$ cat config.mk
export PLATFORM = sky130hd
export DESIGN_NAME = status_poll_top
export DESIGN_NICKNAME = d
export VERILOG_FILES = /design/src/rtl/status_poll_pkg.sv /design/src/rtl/poll_frame_phy.sv /design/src/rtl/poll_match.sv /design/src/rtl/status_poll_top.sv
export SDC_FILE = /design/constraint.sdc
export NUM_CORES = 1
export LEC_CHECK = 0
export BUFFER_PORTS_ARGS = -buffer_cell sky130_fd_sc_hd__buf_2
export CAP_MARGIN = 5
export CORE_MARGIN = 3
export CORE_UTILIZATION = 47
export DETAILED_ROUTE_END_ITERATION = 10
export HOLD_SLACK_MARGIN = 0.1
export PLACE_DENSITY = 0.67
export SLEW_MARGIN = 20
export SYNTH_ARGS = -nofsm -noshare
export SYNTH_HDL_FRONTEND = slang
export SYNTH_HIERARCHICAL = 1
export SYNTH_SLANG_ARGS = --single-unit
$ cat constraint.sdc
create_clock -name clk -period 3.2 [get_ports clk]
set_input_delay 0.64 -clock clk [delete_from_list [all_inputs] [get_ports clk]]
set_output_delay 0.64 -clock clk [all_outputs]
set_load 0.05 [all_outputs]
$ cat src/rtl/status_poll_pkg.sv
// Shared types and constants of the status polling matcher.
package status_poll_pkg;
    localparam int FLASH_ADDR_W = 32;          // address phase shift width
    localparam int STAT_BYTES   = 4;           // max status bytes per frame
    localparam int STAT_W       = 8 * STAT_BYTES;
    localparam int DCYC_W       = 5;
    localparam int CNT_W        = $clog2(FLASH_ADDR_W) + 1;
    localparam logic [1:0] FMODE_POLL = 2'd2;

    typedef enum logic [2:0] {PH_IDLE, PH_INSTR, PH_ADDR, PH_DUMMY, PH_DATA} phase_e;
    typedef enum logic [1:0] {T_IDLE, T_RUN, T_WAIT} poll_st_e;

    typedef struct packed {
        logic [7:0]              instr;
        logic [1:0]              imode;
        logic [1:0]              amode;
        logic [1:0]              asize;
        logic [FLASH_ADDR_W-1:0] addr;
        logic [DCYC_W-1:0]       dcyc;
        logic [1:0]              dmode;
        logic [1:0]              dlen;
    } frame_cfg_t;
endpackage

$ cat src/rtl/poll_frame_phy.sv
// Runs one command frame on the serial flash bus when `go` is pulsed.
// Assumes: cfg is stable during a frame; `kill` resets the bus at once.
// Every bus cycle lasts two clocks (sck low, then high). Input is taken at the
// end of the high clock. `done` pulses one cycle after the last bit.
module poll_frame_phy
    import status_poll_pkg::*;
(
    input  logic              clk,
    input  logic              rst_n,
    input  logic              kill,
    input  logic              go,
    input  frame_cfg_t        cfg,
    input  logic [3:0]        io_in,
    output logic              sck,
    output logic              cs_n,
    output logic [3:0]        io_out,
    output logic [3:0]        io_oe,
    output logic              done,
    output logic [STAT_W-1:0] rx
);
    localparam int SH_W = FLASH_ADDR_W;

    phase_e            ph, nph;
    logic [SH_W-1:0]   sh, nsh;
    logic [CNT_W-1:0]  cnt, ncnt;
    logic [1:0]        lg, nlg;
    logic              half;

    // log2 of the lines used by a width code (code 0 maps to one line)
    function automatic logic [1:0] lanes_log(input logic [1:0] m);
        case (m)
            2'd2:    lanes_log = 2'd1;
            2'd3:    lanes_log = 2'd2;
            default: lanes_log = 2'd0;
        endcase
    endfunction

    // first enabled phase after p; data always runs, IDLE ends the frame
    function automatic phase_e phase_after(input phase_e p, input frame_cfg_t c);
        phase_e n;
        n = PH_IDLE;
        if (p == PH_IDLE && c.imode != 2'd0)
            n = PH_INSTR;
        else if ((p == PH_IDLE || p == PH_INSTR) && c.amode != 2'd0)
            n = PH_ADDR;
        else if (p != PH_DUMMY && p != PH_DATA && c.dcyc != '0)
            n = PH_DUMMY;
        else if (p != PH_DATA)
            n = PH_DATA;
        return n;
    endfunction

    // loading values for the phase that follows the current one
    always_comb begin
        nph  = phase_after(ph, cfg);
        ncnt = '0;
        nsh  = '0;
        nlg  = 2'd0;
        case (nph)
            PH_INSTR: begin
                nlg  = lanes_log(cfg.imode);
                nsh  = {cfg.instr, {(SH_W-8){1'b0}}};
                ncnt = CNT_W'(6'd8 >> nlg);
            end
            PH_ADDR: begin
                nlg  = lanes_log(cfg.amode);
                nsh  = cfg.addr << {2'(2'd3 - cfg.asize), 3'b000};
                ncnt = CNT_W'(({4'd0, cfg.asize} + 6'd1) * 6'd8 >> nlg);
            end
            PH_DUMMY: ncnt = CNT_W'(cfg.dcyc);
            PH_DATA: begin
                nlg  = lanes_log(cfg.dmode);
                ncnt = CNT_W'(({4'd0, cfg.dlen} + 6'd1) * 6'd8 >> nlg);
            end
            default: ncnt = '0;
        endcase
    end

    // phase sequencing, shifting out and sampling in
    always_ff @(posedge clk) begin
        if (!rst_n || kill) begin
            ph   <= PH_IDLE;
            half <= 1'b0;
            cnt  <= '0;
            sh   <= '0;
            lg   <= 2'd0;
            rx   <= '0;
            done <= 1'b0;
        end else begin
            done <= 1'b0;
            if (ph == PH_IDLE) begin
                if (go) begin
                    ph   <= nph;
                    cnt  <= ncnt;
                    sh   <= nsh;
                    lg   <= nlg;
                    half <= 1'b0;
                    rx   <= '0;
                end
            end else if (!half) begin
                half <= 1'b1;
            end else begin
                half <= 1'b0;
                if (ph == PH_DATA) begin
                    case (lg)
                        2'd1:    rx <= {rx[STAT_W-3:0], io_in[1:0]};
                        2'd2:    rx <= {rx[STAT_W-5:0], io_in};
                        default: rx <= {rx[STAT_W-2:0], io_in[1]};
                    endcase
                end
                sh <= sh << (3'd1 << lg);
                if (cnt == CNT_W'(1)) begin
                    ph   <= nph;
                    cnt  <= ncnt;
                    sh   <= nsh;
                    lg   <= nlg;
                    done <= (nph == PH_IDLE);
                end else begin
                    cnt <= cnt - 1'b1;
                end
            end
        end
    end

    // pin drive: only instruction and address phases own the lines
    always_comb begin
        cs_n   = (ph == PH_IDLE);
        sck    = half;
        io_out = 4'b0000;
        io_oe  = 4'b0000;
        if (ph == PH_INSTR || ph == PH_ADDR) begin
            case (lg)
                2'd1:    begin io_out = {2'b00, sh[SH_W-1 -: 2]}; io_oe = 4'b0011; end
                2'd2:    begin io_out = sh[SH_W-1 -: 4];          io_oe = 4'b1111; end
                default: begin io_out = {3'b000, sh[SH_W-1]};     io_oe = 4'b0001; end
            endcase
        end
    end

    // the frame-end pulse comes only with the bus released
    a_r2_done_bus_free: assert property (@(posedge clk) disable iff (!rst_n)
        done |-> (cs_n && !sck));
    // lines are never driven while the flash answers
    a_r2_no_drive_data: assert property (@(posedge clk) disable iff (!rst_n)
        (ph == PH_DATA || ph == PH_DUMMY) |-> (io_oe == 4'b0000));
endmodule

$ cat src/rtl/poll_match.sv
// Masked comparison of a received status value with the expected one.
// Assumes: the inputs are stable while `hit` is used.
module poll_match
    import status_poll_pkg::*;
(
    input  logic [STAT_W-1:0] status,
    input  logic [STAT_W-1:0] mask,
    input  logic [STAT_W-1:0] expect_val,
    output logic              hit
);
    // hit when every masked bit agrees
    always_comb hit = ((status ^ expect_val) & mask) == '0;
endmodule

$ cat src/rtl/status_poll_top.sv
// Automatic status polling: issues a status-read frame, compares the result,
// waits `interval`+2 idle clocks, and repeats until a stop on match or an abort.
// Assumes: configuration inputs are held steady during a polling run.
module status_poll_top
    import status_poll_pkg::*;
#(
    parameter int IVL_W = 16
) (
    input  logic                    clk,
    input  logic                    rst_n,
    input  logic                    start,
    input  logic [1:0]              fmode,
    input  logic                    abort_req,
    input  logic [7:0]              instr,
    input  logic [1:0]              imode,
    input  logic [1:0]              amode,
    input  logic [1:0]              asize,
    input  logic [FLASH_ADDR_W-1:0] addr,
    input  logic [DCYC_W-1:0]       dcyc,
    input  logic [1:0]              dmode,
    input  logic [1:0]              dlen,
    input  logic [STAT_W-1:0]       mask,
    input  logic [STAT_W-1:0]       match_val,
    input  logic [IVL_W-1:0]        interval,
    input  logic                    stop_on_match,
    input  logic                    match_ie,
    input  logic                    match_clr,
    input  logic [3:0]              io_in,
    output logic                    sck,
    output logic                    cs_n,
    output logic [3:0]              io_out,
    output logic [3:0]              io_oe,
    output logic                    busy,
    output logic                    abort_pending,
    output logic                    match_flag,
    output logic                    irq,
    output logic [STAT_W-1:0]       status_q
);
    poll_st_e          st;
    logic [IVL_W-1:0]  wcnt;
    logic              accept, go, hit, phy_done;
    logic [STAT_W-1:0] phy_rx;
    frame_cfg_t        cfg;

    // gather the frame fields for the bus engine
    always_comb begin
        cfg.instr = instr;
        cfg.imode = imode;
        cfg.amode = amode;
        cfg.asize = asize;
        cfg.addr  = addr;
        cfg.dcyc  = dcyc;
        cfg.dmode = dmode;
        cfg.dlen  = dlen;
    end

    // launch a frame on an accepted start or at the end of the gap
    always_comb begin
        accept = start && fmode == FMODE_POLL && st == T_IDLE && !abort_req;
        go     = accept || (st == T_WAIT && wcnt == '0 && !abort_req);
    end

    poll_frame_phy i_phy (
        .clk    (clk),
        .rst_n  (rst_n),
        .kill   (abort_req),
        .go     (go),
        .cfg    (cfg),
        .io_in  (io_in),
        .sck    (sck),
        .cs_n   (cs_n),
        .io_out (io_out),
        .io_oe  (io_oe),
        .done   (phy_done),
        .rx     (phy_rx)
    );

    poll_match i_match (
        .status     (phy_rx),
        .mask       (mask),
        .expect_val (match_val),
        .hit        (hit)
    );

    // polling sequence, gap timer, sticky flag and abort handling
    always_ff @(posedge clk) begin
        if (!rst_n) begin
            st            <= T_IDLE;
            wcnt          <= '0;
            match_flag    <= 1'b0;
            status_q      <= '0;
            abort_pending <= 1'b0;
        end else begin
            if (match_clr)
                match_flag <= 1'b0;
            if (abort_req) begin
                st            <= T_IDLE;
                abort_pending <= 1'b1;
            end else begin
                if (abort_pending && st == T_IDLE && cs_n)
                    abort_pending <= 1'b0;
                case (st)
                    T_IDLE: if (accept) st <= T_RUN;
                    T_RUN: if (phy_done) begin
                        status_q <= phy_rx;
                        if (hit)
                            match_flag <= 1'b1;
                        if (hit && stop_on_match) begin
                            st <= T_IDLE;
                        end else begin
                            st   <= T_WAIT;
                            wcnt <= interval;
                        end
                    end
                    T_WAIT: begin
                        if (wcnt == '0) st <= T_RUN;
                        else            wcnt <= wcnt - 1'b1;
                    end
                    default: st <= T_IDLE;
                endcase
            end
        end
    end

    // outputs derived from state
    always_comb begin
        busy = (st != T_IDLE);
        irq  = match_flag && match_ie;
    end

    a_r5_stop_on_hit: assert property (@(posedge clk) disable iff (!rst_n)
        (st == T_RUN && phy_done && hit && stop_on_match && !abort_req) |=> (!busy && cs_n));
    a_r6_keep_polling: assert property (@(posedge clk) disable iff (!rst_n)
        (st == T_RUN && phy_done && !stop_on_match && !abort_req) |=> busy);
    a_r8_sticky: assert property (@(posedge clk) disable iff (!rst_n)
        (match_flag && !match_clr) |=> match_flag);
    a_r8_set_wins: assert property (@(posedge clk) disable iff (!rst_n)
        (st == T_RUN && phy_done && hit && !abort_req) |=> match_flag);
    a_r10_abort_now: assert property (@(posedge clk) disable iff (!rst_n)
        abort_req |=> (!busy && cs_n && abort_pending));
    a_r7_gap_quiet: assert property (@(posedge clk) disable iff (!rst_n)
        (st == T_WAIT) |-> cs_n);
    a_r9_irq_needs_flag: assert property (@(posedge clk) disable iff (!rst_n)
        irq |-> (match_flag && match_ie));
endmodule

Word level (Yosys, flattened, before mapping)
Index checks and enable logic that the tools add are counted.

Bits in registers: 129. Bits in latches: 0. RAM bits: 0. Memory bits (read-only): 0. Bits of input ports: 148. Output and inout port bits: 46. Logic and storage cells: 154. Memories kept: 0.

Add/subtract/negate cells: 5. Multiply operators: 0. Divide/modulo/power cells: 0. Magnitude comparators: 0. Equality and inequality tests: 27. Shift-type cells: 6. Mux-type cells: 57. Bitwise logic cells: 6. Reductions and logical operators: 41.

Operator list (number): $mux W32 (8); $pmux W32 S2 (2); $mux W16 (3); $and A32 B32 Y32 (1); $logic_not A32 Y1 (1); $pmux W16 S2 (1); $shl A32 B3 Y32 (1); $shl A32 B5 Y32 (1); $xor A32 B32 Y32 (1); $mux W3 (8); $mux W6 (4); $pmux W6 S4 (1); $mux W2 (11); $eq A2 B2 Y1 const B (9); $logic_not A16 Y1 (1); $pmux W4 S2 (2); $reduce_bool A2 Y1 (8); $sub A16 B1 Y16 const B (1); $logic_and A1 B1 Y1 (13); $pmux W2 S2 (3); $pmux W2 S3 (2); $reduce_and A3 Y1 (4); $shr A6 B2 Y6 (2); $mux W1 (10); other kinds (25) (44).

Longest topological paths before layout
Gate-level depths: netlist (run 1).

Word-level depth: 13. Depth in mapped cells: 12. Mapped depth without buffers: 11.

By module
Netlist (run 1), hierarchy kept.

By module, submodules not included: poll_frame_phy (times used 1, cells each 720, area each 5945.7 sq um, seq. area each 1541.5 sq um); status_poll_top (times used 1, cells each 307, area each 2381.0 sq um, seq. area each 1041.0 sq um); poll_match (times used 1, cells each 53, area each 437.9 sq um, seq. area each 0.0 sq um).

Worst setup path after synthesis (run 1)
No wires, ideal clock.

Kind: flip-flop to output port. From: register i_phy.lg[0]. To: output io_out[0]. Arrival time: 3764 ps. Required time: 2560 ps. Path slack: -1204 ps. Stages on the path, launching flop included: 7. Path buffers: 2. Path through: dfxtp_1 -> inv_1 -> ha_1 -> clkbuf_1 -> clkbuf_1 -> a22oi_1 -> a2111oi_0.

Longest elaborated chain between the ends: 3. Elaborated cells on any way between the ends: 4. Those cells by class: 2 x eq/ne; 2 x mux.

Ends and longest elaborated chain: from (decl) (RTL line poll_frame_phy.sv:26) `logic [1:0] lg, nlg;`; from (signal assigned) (RTL line poll_frame_phy.sv:96) `lg <= nlg;`; from (signal assigned) (RTL line poll_frame_phy.sv:116) `lg <= nlg;`; $eq A2 B2 Y1 or $eq A2 B1 Y1 (tied branches) (RTL line poll_frame_phy.sv:132) `case (lg)`; $pmux W4 S2 * (RTL line poll_frame_phy.sv:132); $mux W4 * (RTL line poll_frame_phy.sv:131) `if (ph == PH_INSTR || ph == PH_ADDR) begin`; to (decl) (RTL line status_poll_top.sv:31) `output logic [3:0] io_out,`.

Mark *: on every way between the ends. The rest lies on a longest branch, timed or not.

Worst setup path in the final report (run 1)
From: register wcnt[0]. To: register i_phy.sh[7].

Longest elaborated chain between the ends: 6.

Ends and longest elaborated chain: from (decl) (RTL line status_poll_top.sv:40) `logic [IVL_W-1:0] wcnt;`; from (signal assigned) (RTL line status_poll_top.sv:112) `wcnt <= interval;`; from (signal assigned) (RTL line status_poll_top.sv:117) `else wcnt <= wcnt - 1'b1;`; $logic_not A16 Y1 (RTL line status_poll_top.sv:60) `go = accept || (st == T_WAIT && wcnt == '0 && !abort_req);`; $logic_and A1 B1 Y1 (2 in series) (RTL line status_poll_top.sv:60); $logic_or A1 B1 Y1 (RTL line status_poll_top.sv:60); net go (RTL line status_poll_top.sv:41) `logic accept, go, hit, phy_done;`; $ne A2 B1 Y1 (no line); $reduce_and A2 Y1 (no line); to (signal assigned) (RTL line poll_frame_phy.sv:95) `sh <= nsh;`; to (signal assigned) (RTL line poll_frame_phy.sv:111) `sh <= sh << (3'd1 << lg);`; to (signal assigned) (RTL line poll_frame_phy.sv:115) `sh <= nsh;`; to (decl) (RTL line poll_frame_phy.sv:24) `logic [SH_W-1:0] sh, nsh;`.

The timed path passes the listed nets, and every way through them passes these cells. A chain may end at the register's enable or synchronous reset.

==> impl_results.md, run 1 <==
- Synth area leader: dfxtp_1
- Reported max-cap violation count: 0
- Cts hold-fix bufs: 0
- Pin count of the biggest net entering global routing: between 60 and 70
- Total count of max-transition violations in the final report: 0
- Launch point of the worst reg-to-reg path: wcnt[0]
- Row count: 49
- Element type at the critical path end: flip-flop
- Min Tclk post-route: between 2 and 3 ns
- Final Skew: ~0.010 ns
- Worst setup slack after placement: roughly 0.066 ns
- Reg-to-reg setup timing slack: ~0.29 ns
- Length of the first detailed-routing pass in iterations: 5
- DP HPWL: ~19 mm
- Die width: between 100 and 150 um
- Number of synthesized register bits: approximately 130
- Global-route total usage across every layer: between 20% and 30%
- First-pass GRT wire length: between 40 and 50 mm
- Kind of critical path: reg -> reg
- Synth Cell Area: a little under 9000 um2
- Total via count in the routed design: 8995
- TritonCTS clock tree: yes
- Remaining antenna violation count after routing: 0
- Share of layout cells above drive strength 1: a little over a quarter
- Highest-delay cell along the critical path: or3b_1
- Number of nets in the layout: between 1000 and 1500
- Number of setup violations in the final report: 0
- Crit path largest cell delay: approximately 0.48 ns
- Final hold violation count: 0
- LEAKAGE: about 4 nW
- Clock net sink count: 129
- Post-Synth Adder-Cell Area: about 1.3%
- Antenna violations before repair: 0
- Critical Path RT: roughly 3.5 ns
- Synthesized-area fraction occupied by and/or/nand/nor cells: 18.22%
- Post-synth EDFFs: 0
- Crit path DAT: 3.22 ns
- Syn Area/Cell: around 8.1 um2
- Hold wc startpoint: status_q[2]
- Top area cells in the synthesized netlist: dfxtp_1 29%, a21oi_1 7.6%, nand2_1 7.3%, mux2i_1 6.6%, mux4_2 5.1%
- Height of the chip: ~140 um
- Vias in the first global route: 8262
- Cells after Synth: ~1100
- Max transition margin: between 20% and 30%
- Total power divided by cell area: about 400 nW/um2
- Area fraction in compound gates after synthesis: ~28%
- Crit path setup slack, layout: 0.2910 ns
- Dominant cell by count in the synthesized netlist: nand2_1
- Filler cell count in the final layout: 1707
- Crit path top cell by count: inv_1
- Area of the placeable core: around 18000 um2
- Top post-synthesis cells by count: 171 x nand2_1, 133 x a21oi_1, 129 x dfxtp_1, 58 x mux2i_1, 56 x nor2_1
- Die Area: about 20000 um2
- Sequential share of the synthesized area: between 20% and 30%
- 1st-iter DRT viols: between 700 and 800
- Worst-margin pin slew: between 1 and 1.5 ns
- # DRC: 0
- Final WL: between 20 and 30 mm
- Cells along the critical path: inv_1 -> ha_1 -> or3b_1 -> nor4_4 -> nand2_1 -> o21ai_1 -> inv_1 -> o21ai_4 -> buf_12 -> nor2_2 -> a221o_1
- Total inserted antenna cells: 0
- Startpoint of the worst setup timing path: wcnt[0]
- Top-level port count: 194
- Latest clock arrival within the worst-skew pair: between 0.4 and 0.5 ns
- Depth of the CTS H-tree: 4
- RSZ-0062 raised after global routing: no
- Max Buffers Root-to-Sink: 2
- Fmax: approximately 340 MHz
- Total nets after synthesis: 1237
- Type of element launching the critical path: flip-flop
- Multiplexer share of the synthesized area: approximately 14%
- Worst slack on hold paths: approximately 0.45 ns
- Final estimated routing congestion in global placement: 0.8766
- Worst ir drop on vdd: 0.2511 mV
- Clk root buf: clkbuf_16
- Initial core utilization: between 40 and 50%
- Share of the clock period used by the worst path after layout: between 90 and 100%
- Average detailed-routed wire length per instance: 18.26 um
- Result of the run: finished, final reports clean
- Setup TNS: 0 ns
- # port buffers: 193
- Xor/xnor cell area share of the yosys netlist: 3.498%
- Distinct cell type count after synthesis: between 70 and 80
- Most instantiated flip-flop cell in the synthesis netlist: dfxtp_1
- Sum of overflow across all layers after global routing: 0
- Fraction of synthesized cell area taken by the top area cell type: 29.46%
- Clk pin slew, worst setup/hold paths: roughly 0.060 ns
- Layout-stage area growth over the synthesis result: 20.63%
- Dominant combinational cell family by area after synthesis: compound AO/OA/AOI/OAI gates
- Worst hold path type: reg -> reg
- CTS Buf Count: 17
- Proportion of synthesized flip-flops having asynchronous set or reset: 0%
- Synth warnings: 6
- Via density per instance: around 6.1
- Peak fanout along the critical path: 10
[placed cells by master (no fill, tap or decap), drive strengths merged, types with 7 or more instances in the layout]
master | netlist | final
ha | 9 | 9
nor4 | 8 | 8
nand4 | 7 | 7
dfxtp | 129 | 129
xor2 | 34 | 34
nand2 | 172 | 172
a21oi | 134 | 134
mux2 | 14 | 14
a221oi | 8 | 8
clkbuf | 51 | 21
nor2b | 14 | 14
a22oi | 52 | 52
o2111ai | 31 | 31
o31ai | 7 | 7
inv | 19 | 19
mux2i | 58 | 58
nand3 | 12 | 12
mux4 | 20 | 20
o22ai | 11 | 11
nor3 | 20 | 20
nor2 | 59 | 59
o21ai | 51 | 51
buf | 41 | 229
a31oi | 11 | 11
[logic make-up (layout without fill, tap and decap cells)]
logic type,Yosys count,after routing
buffers and inverters,111,280
multiplexers,92,92
XOR/XNOR,35,35
flip-flops,129,129
AO/OA/AOI/OAI,367,367
AND/OR/NAND/NOR,337,337
adder cells (fa/ha/maj),9,9
[flip-flops by register name, indices dropped and copies added (netlist names)]
signal	flops
st	2
i_phy/ph	3
wcnt	16
i_phy/done	1
abort_pending	1
i_phy/cnt	6
i_phy/rx	32
i_phy/lg	2
match_flag	1
status_q	32
i_phy/sh	32
i_phy/sck	1
[per-layer routing]
metal  part of all wire [%]  track usage [%]  vias up
li1                       -                -     4354
met1                     43            35.03     4188
met2                     46            41.00      410
met3                    8.2            6.250       43
met4                    2.0            6.953        0
met5                      0                0        -
[worst max-delay path: cells and delay by family (launching register included)]
kind | cells | cell delay (ns)
DFF | 1 | 0.32
and+or+nand+nor | 4 | 1.06
buffers and inverters | 3 | 0.42
adders and majority gates | 1 | 0.19
AOI/OAI and AO/OA | 3 | 0.78
[path summary, 6_finish.rpt]
check,endpoint,depth (start not counted)
setup / recovery,i_phy/sh[7],11
hold / removal,status_q[2],2
setup reg to reg,i_phy/sh[7],11
hold reg to reg,status_q[2],2
[repair_timing]
item | 4_1_cts | 5_1_grt
setup endpoints to repair | 0 | 34
resized for setup | 0 | 2
setup buffers | 0 | 1
[cell type report]
type	instances	area [um2]	area share (%)
clock buffer	21	470.5	4.450
inverter	19	71.32	0.6746
clock inverter	11	182.7	1.728
sequential	129	2582	24.43
multi-input combinational	840	5718	54.08
timing repair buffer	229	1261	11.93
tap	229	286.5	2.710
[power breakdown]
| group | internal (mW) | switching (mW) |
|---|---|---|
| clock network | 1.44 | 0.711 |
| registers | 1.62 | 0.0110 |
| logic | 0.189 | 0.257 |
[through the flow]
stage | cell area [um2] | total power [mW] | utilization (%) | cells
CTS | 10550 | 4.247 | 58.11 | 1477
global route | 10570 | 4.370 | 58.26 | 1478
finish | 10570 | 4.220 | 58.26 | 1478
detailed placement | 9892 | 2.098 | 54.51 | 1445
global placement | 9892 | 2.095 | 54.51 | 1445
floorplan | 8773 | 1.911 | - | 1080
Note: power is estimated with default switching activity, not from simulation.
==> run 2: changes to the inputs <==
--- a/config.mk
+++ b/config.mk
@@ -12,6 +12,7 @@
 export DETAILED_ROUTE_END_ITERATION = 10
 export HOLD_SLACK_MARGIN = 0.1
 export PLACE_DENSITY = 0.67
+export REMOVE_ABC_BUFFERS = 1
 export SLEW_MARGIN = 20
 export SYNTH_ARGS = -nofsm -noshare
 export SYNTH_HDL_FRONTEND = slang
==> run 2 against run 1 <==
  * Clock power shrank 14%
  * Count of clock-buffer cells in the layout grew 2
  * Fmax shrank 1.8%
  * Die area is the same
  * Worst setup slack lost 0.054 ns
  * Flip-flop and latch count is the same
  * Via count grew 0.40%
  * Utilization shrank 0.65 points
  * Sequential power is essentially flat
  * Hold slack gained 0.0027 ns
  * Total power shrank 7.0%
  * Critical path type unchanged
==> impl_results.md, run 2 (same netlist as run 1, synthesis figures left out) <==
- Fmax: 337.4 MHz (-1.8%)
- Result of the run: finished, final reports clean
- Final WL: 27.23 mm (+0.92%)
- Worst slack on hold paths: 0.4507 ns (+0.002683 ns)
- End point of the most critical hold path: status_q[16]
- Clk pin slew, worst setup/hold paths: 0.06 ns (about the same)
- Vias in the first global route: 8179 (-1.0%)
- Share of layout cells above drive strength 1: 26.10% (-0.40 points)
- Layout-stage area growth over the synthesis result: 19.27%
- Max transition margin: 41.19% (+11 points)
- Average detailed-routed wire length per instance: 18.47 um (+1.2%)
- Share of the clock period used by the worst path after layout: 92.61% (+1.7 points)
- # port buffers: 193 (unchanged)
- RSZ-0062 raised after global routing: no
- Latest clock arrival within the worst-skew pair: 0.42 ns (about the same)
- Leading registers by flop count: i_phy/rx x32, i_phy/sh x32, status_q x32
- TritonCTS clock tree: yes
- Commonest non-fill, non-tap cell in the layout: buf_2
- Worst ir drop on vdd: 0.2605 mV (+3.7%)
- Pin count of the biggest net entering global routing: 66 (unchanged)
- Total via count in the routed design: 9031 (+0.40%)
- Number of placed instances, taps included: 1441 (-0.28%)
- Reported max-cap violation count: 0 (unchanged)
- Max Buffers Root-to-Sink: 2 (unchanged)
- DP HPWL: 19.73 mm (+2.0%)
- Die width: 142.6 um (unchanged)
- Peak fanout along the critical path: 7 (-3)
- Worst Reg2Reg Path Length in Cells: 11 (unchanged)
- Height of the chip: 142.6 um (unchanged)
- Element type at the critical path end: flip-flop
- Reg-to-reg endpoint: i_phy/sh[6]
- CTS Buf Count: 17 (unchanged)
- Clk root buf: clkbuf_16
- Type of element launching the critical path: flip-flop
- Global-route total usage across every layer: 26.07% (+0.34 points)
- Number of nets in the layout: 1389 (-0.29%)
- Initial core utilization: 48.30% (unchanged)
- Cts hold-fix bufs: 0 (unchanged)
- Final hold violation count: 0 (unchanged)
- First-pass GRT wire length: 43.06 mm (+1.6%)
- LEAKAGE: 3.920 nW (-1.8%)
- Hold wc startpoint: status_q[16]
- Crit path DAT: 3.33 ns (+0.11 ns)
- Launch point of the worst reg-to-reg path: wcnt[0]
- Antenna violations before repair: 0 (unchanged)
- Crit path largest cell delay: 0.49 ns (about the same)
- Highest-delay cell along the critical path: or3b_1
- Worst hold path type: reg -> reg
- Final Skew: 0.01135 ns (+0.001065 ns)
- Number of setup violations in the final report: 0 (unchanged)
- Reg-to-reg setup timing slack: 0.24 ns (-0.05 ns)
- # DRC: 0 (unchanged)
- Number of non-filler instances in the completed layout: 1474 (-0.27%)
- Cells along the critical path: inv_1 -> ha_1 -> or3b_1 -> nor4_4 -> nand2_1 -> o21ai_1 -> buf_4 -> a21oi_1 -> nor2_1 -> and3_1 -> a221o_1
- Kind of critical path: reg -> reg
- Clock net sink count: 129 (unchanged)
- Worst hold path cell count: 2 (unchanged)
- Via density per instance: 6.127 (+0.67%)
- Remaining antenna violation count after routing: 0 (unchanged)
- Area of the placeable core: 18150 um2 (unchanged)
- Sum of overflow across all layers after global routing: 0 (unchanged)
- Area used by multi-input combinational logic: 5713 um2 (about the same)
- Filler cell count in the final layout: 1687 (-1.2%)
- Highest-count cells in the layout ignoring fill and taps: 193 x buf_2, 171 x nand2_1, 132 x a21oi_1
- Final estimated routing congestion in global placement: 0.9046 (+3.2%)
- Worst-margin pin slew: 0.8803 ns (-0.1731 ns)
- Top-level port count: 194 (unchanged)
- Depth of the CTS H-tree: 4 (unchanged)
- Area taken by flip-flops and latches: 2582 um2 (unchanged)
- Total power divided by cell area: 375.2 nW/um2 (-6.0%)
- Total inserted antenna cells: 0 (unchanged)
- Total count of max-transition violations in the final report: 0 (unchanged)
- Length of the first detailed-routing pass in iterations: 5 (unchanged)
- Min Tclk post-route: 2.963 ns (+0.05447 ns)
- 1st-iter DRT viols: 878 (+23%)
- Setup TNS: 0 ns (unchanged)
- Critical Path RT: 3.56 ns (+0.05 ns)
- Die Area: 20320 um2 (unchanged)
- Row count: 49 (unchanged)
==> run 2: cell types whose count changed in the layout (fill, tap and decap cells not counted), sizes merged <==
cell and delta:
bufinv -4, buf -4, clkinvlp +2, clkbuf +2
==> run 2: worst max path at each step <==
stage | start | end | slack (ns) | depth (start not counted)
6_report | wcnt[0] | i_phy/sh[6] | 0.24 | 11
4_1_cts | wcnt[0] | i_phy/sh[4] | 0.1 | 10
5_1_grt | wcnt[0] | i_phy/sh[7] | 0.04 | 11
3_3_place_gp | wcnt[0] | i_phy/sh[5] | 0.08 | 10
2_1_floorplan | i_phy/lg[0] | io_out[0] | -2.18 | 4
3_5_place_dp | wcnt[0] | i_phy/sh[7] | -0.03 | 10
==> run 2: area by class of cell <==
| class | count | area share [%] |
|---|---|---|
| Multi-Input combinational cell | 840 | 54.65 |
| Sequential cell | 129 | 24.70 |
| Timing Repair Buffer | 225 | 11.78 |
| Clock buffer | 23 | 4.668 |
| Tap cell | 229 | 2.741 |
| Clock inverter | 9 | 0.7780 |
| Inverter | 19 | 0.6822 |
==> run 2: per-stage QoR <==
| step | utilization (%) | setup slack [ns] | power, mW | instance area, um2 |
|---|---|---|---|---|
| floorplan | - | -2.176 | 1.885 | 8334 |
| global placement | 54.30 | 0.07948 | 2.098 | 9853 |
| detailed placement | 54.30 | -0.03361 | 2.101 | 9853 |
| CTS | 57.47 | 0.09951 | 3.952 | 10430 |
| global route | 57.60 | 0.03844 | 4.070 | 10450 |
| finish | 57.60 | 0.2366 | 3.922 | 10450 |
==> run 2: per-layer routing <==
| layer | part of all wire [%] | wire, um | global-route usage [%] | vias to the layer above |
|---|---|---|---|---|
| li1 | - | - | - | 4350 |
| met3 | 6.8 | 1862 | 4.133 | 24 |
| met5 | 0 | 0 | 0 | - |
| met2 | 47 | 12910 | 42.93 | 394 |
| met1 | 45 | 12160 | 35.81 | 4263 |
| met4 | 1.1 | 290 | 6.703 | 0 |
==> run 2: power by group <==
part / switching (mW) / internal (mW)
clock: 0.701 / 1.15
combinational: 0.260 / 0.189
sequential: 0.0115 / 1.62
total: 0.972 / 2.95
==> run 2: critical path: cells and delay by family, from the launching register on <==
| family | cells | cell delay (ns) |
|---|---|---|
| simple gates | 5 | 1.60 |
| compound gates | 3 | 0.53 |
| flops | 1 | 0.32 |
| buf+inv | 2 | 0.26 |
| fa+ha+maj | 1 | 0.22 |
==> run 2: repair_timing <==
action                                  in CTS  in global routing
endpoints found under the setup margin      12                 35
buffers inserted                             0                  1
pin swaps                                    0                  1
hold endpoints to repair                     0                  0
resized for setup                            1                  2
==> run 3: changes to the inputs <==
--- a/config.mk
+++ b/config.mk
@@ -7,6 +7,7 @@
 export LEC_CHECK = 0
 export BUFFER_PORTS_ARGS = -buffer_cell sky130_fd_sc_hd__buf_2
 export CAP_MARGIN = 5
+export CORE_ASPECT_RATIO = 1.1
 export CORE_MARGIN = 3
 export CORE_UTILIZATION = 47
 export DETAILED_ROUTE_END_ITERATION = 10
==> run 3 against run 2 <==
  * Die area about the same
  * Sequential share of layout area about the same
  * Critical path depth increased by 2
  * Flip-flop and latch count unchanged
  * Final area increased by 0.19%
  * Largest power group unchanged
  * Utilization increased by 0.60 points
  * Non-clock buffer count decreased by 2
  * Clock power increased by 7%
  * Clock skew increased by 0.0047 ns
==> impl_results.md, run 3 (same netlist as run 1, synthesis figures left out) <==
- Count of buffer and inverter cells on the critical path: 4 (+2)
- DP HPWL: 19.43 mm (-1.5%)
- Number of non-filler instances in the completed layout: 1481 (+0.47%)
- Via density per instance: 5.986 (-2.3%)
- Worst-margin pin slew: 0.9267 ns (+0.04638 ns)
- Height of the chip: 149.2 um (+4.7%)
- Total count of max-transition violations in the final report: 0 (unchanged)
- Share of the clock period used by the worst path after layout: 91.86% (-0.75 points)
- Global-route total usage across every layer: 26.15% (+0.083 points)
- RSZ-0062 raised after global routing: no
- Clk root buf: clkbuf_16
- TritonCTS clock tree: yes
- Crit path DAT: 3.25 ns (-0.08 ns)
- Min Tclk post-route: 2.940 ns (-0.02391 ns)
- Area of the placeable core: 17990 um2 (-0.84%)
- Number of setup violations in the final report: 0 (unchanged)
- Setup TNS: 0 ns (unchanged)
- End-of-flow core utilization: 58.20% (+0.60 points)
- Result of the run: finished, final reports clean
- Final WL: 27.09 mm (-0.51%)
- First-pass GRT wire length: 42.74 mm (-0.74%)
- Top-level port count: 194 (unchanged)
- Max transition margin: 38.09% (-3.1 points)
- Pin count of the biggest net entering global routing: 69 (+4.5%)
- CTS Buf Count: 17 (unchanged)
- Worst setup slack after placement: 0.2197 ns (+0.2533 ns)
- LEAKAGE: 3.917 nW (about the same)
- Final std cell area, no fill: 10470 um2 (+0.19%)
- Number of placed instances, taps included: 1449 (+0.56%)
- Highest-count cells in the layout ignoring fill and taps: 193 x buf_2, 171 x nand2_1, 133 x a21oi_1
- Total via count in the routed design: 8866 (-1.8%)
- Max Buffers Root-to-Sink: 2 (unchanged)
- Initial core utilization: 48.71% (+0.41 points)
- Reported max-cap violation count: 0 (unchanged)
- Total power divided by cell area: 387.2 nW/um2 (+3.2%)
- Cts hold-fix bufs: 0 (unchanged)
- Layout-stage area growth over the synthesis result: 19.50%
- Met2 track utilization from global routing: 43.93% (+1.0 points)
- Share of layout cells above drive strength 1: 25.99% (-0.12 points)
- Fmax: 340.2 MHz (+0.81%)
- Final Skew: 0.01601 ns (+0.004662 ns)
- Most congested layer reported by global routing: met2
- Category of cells accounting for the largest share of critical-path delay: simple AND/OR/NAND/NOR gates
- Type of element launching the critical path: flip-flop
- # DRC: 0 (unchanged)
- Crit path setup slack, layout: 0.2605 ns (+0.02391 ns)
- Post CTS Setup Buffer Count: 0 (unchanged)
- Commonest non-fill, non-tap cell in the layout: buf_2
- Highest-delay cell along the critical path: or3b_1
- Latest clock arrival within the worst-skew pair: 0.43 ns (about the same)
- Crit path largest cell delay: 0.49 ns (about the same)
- Row count: 51 (+4.1%)
- # port buffers: 193 (unchanged)
- Die Area: 20330 um2 (about the same)
- Clk pin slew, worst setup/hold paths: 0.06 ns (about the same)
- Element type at the critical path end: flip-flop
- Critical Path RT: 3.51 ns (-0.05 ns)
- Average detailed-routed wire length per instance: 18.29 um (-0.98%)
- Met1 routing resource usage after global routing: 33.78% (-2.0 points)
- Peak fanout along the critical path: 9 (+2)
- Length of the first detailed-routing pass in iterations: 5 (unchanged)
- Antenna violations before repair: 1 (+1)
- Total inserted antenna cells: 0 (unchanged)
- Kind of critical path: reg -> reg
- Final hold violation count: 0 (unchanged)
- Total power of the final layout: 4.055 mW (+3.4%)
- Remaining antenna violation count after routing: 0 (unchanged)
- Number of nets in the layout: 1387 (-0.14%)
- 1st-iter DRT viols: 883 (+0.57%)
- Final estimated routing congestion in global placement: 0.8961 (-0.94%)
- Depth of the CTS H-tree: 4 (unchanged)
- Vias in the first global route: 8246 (+0.82%)
- Cells along the critical path: inv_1 -> ha_1 -> or3b_1 -> nor4_4 -> nand2_1 -> o21ai_0 -> buf_4 -> inv_1 -> o21ai_2 -> buf_4 -> o21ai_0 -> a221oi_1 -> a21oi_1
- Worst hold path type: reg -> reg
- Sum of overflow across all layers after global routing: 0 (unchanged)
- Met3 Resource Use GR: 4.588% (+0.46 points)
- Post-CTS resize count: 0 (-1)
- Die width: 136.2 um (-4.5%)
- Leading registers by flop count: i_phy/rx x32, i_phy/sh x32, status_q x32
- Clock net sink count: 129 (unchanged)
- Worst slack on hold paths: 0.4488 ns (-0.001896 ns)
- Area post-placement: 9869 um2 (+0.17%)
- Worst ir drop on vdd: 0.3342 mV (+28%)
-- run 3: per-layer routing --
layer / wire [um] / vias to the layer above / part of all wire, %
met5: 16 / - / 0.059
met3: 1799 / 43 / 6.6
li1: - / 4350 / -
met4: 569 / 2 / 2.1
met2: 12990 / 341 / 48
met1: 11710 / 4130 / 43
-- run 3: worst paths after layout --
| kind | from | to | slack [ns] | depth (start not counted) |
|---|---|---|---|---|
| setup / recovery | wcnt[0] | i_phy/cnt[2] | 0.26 | 13 |
| hold / removal | status_q[8] | status_q[8] | 0.45 | 2 |
| setup reg to reg | wcnt[0] | i_phy/cnt[2] | 0.26 | 13 |
| hold reg to reg | status_q[8] | status_q[8] | 0.45 | 2 |
-- run 3: layout make-up --
cell class / count / area, um2
Clock buffer: 19 / 442.9
Clock inverter: 13 / 161.4
Fill cell: 1693 / 7521
Inverter: 19 / 71.32
Multi-Input combinational cell: 840 / 5702
Sequential cell: 129 / 2582
Tap cell: 238 / 297.8
Timing Repair Buffer: 223 / 1216
-- run 3: worst reg2reg max path, stage by stage, from the launching register on --
cell,delay (ns)
dfxtp_1,0.32
inv_1,0.09
ha_1,0.20
or3b_1,0.49
nor4_4,0.36
nand2_1,0.13
o21ai_0,0.17
buf_4,0.16
inv_1,0.11
o21ai_2,0.22
buf_4,0.20
o21ai_0,0.09
a221oi_1,0.20
a21oi_1,0.09
-- run 3: power by group --
part,internal [mW],total (mW),switching [mW]
Combinational,0.187,0.445,0.257
Clock,1.24,1.98,0.741
Sequential,1.62,1.63,0.0113
Total,3.05,4.06,1.01
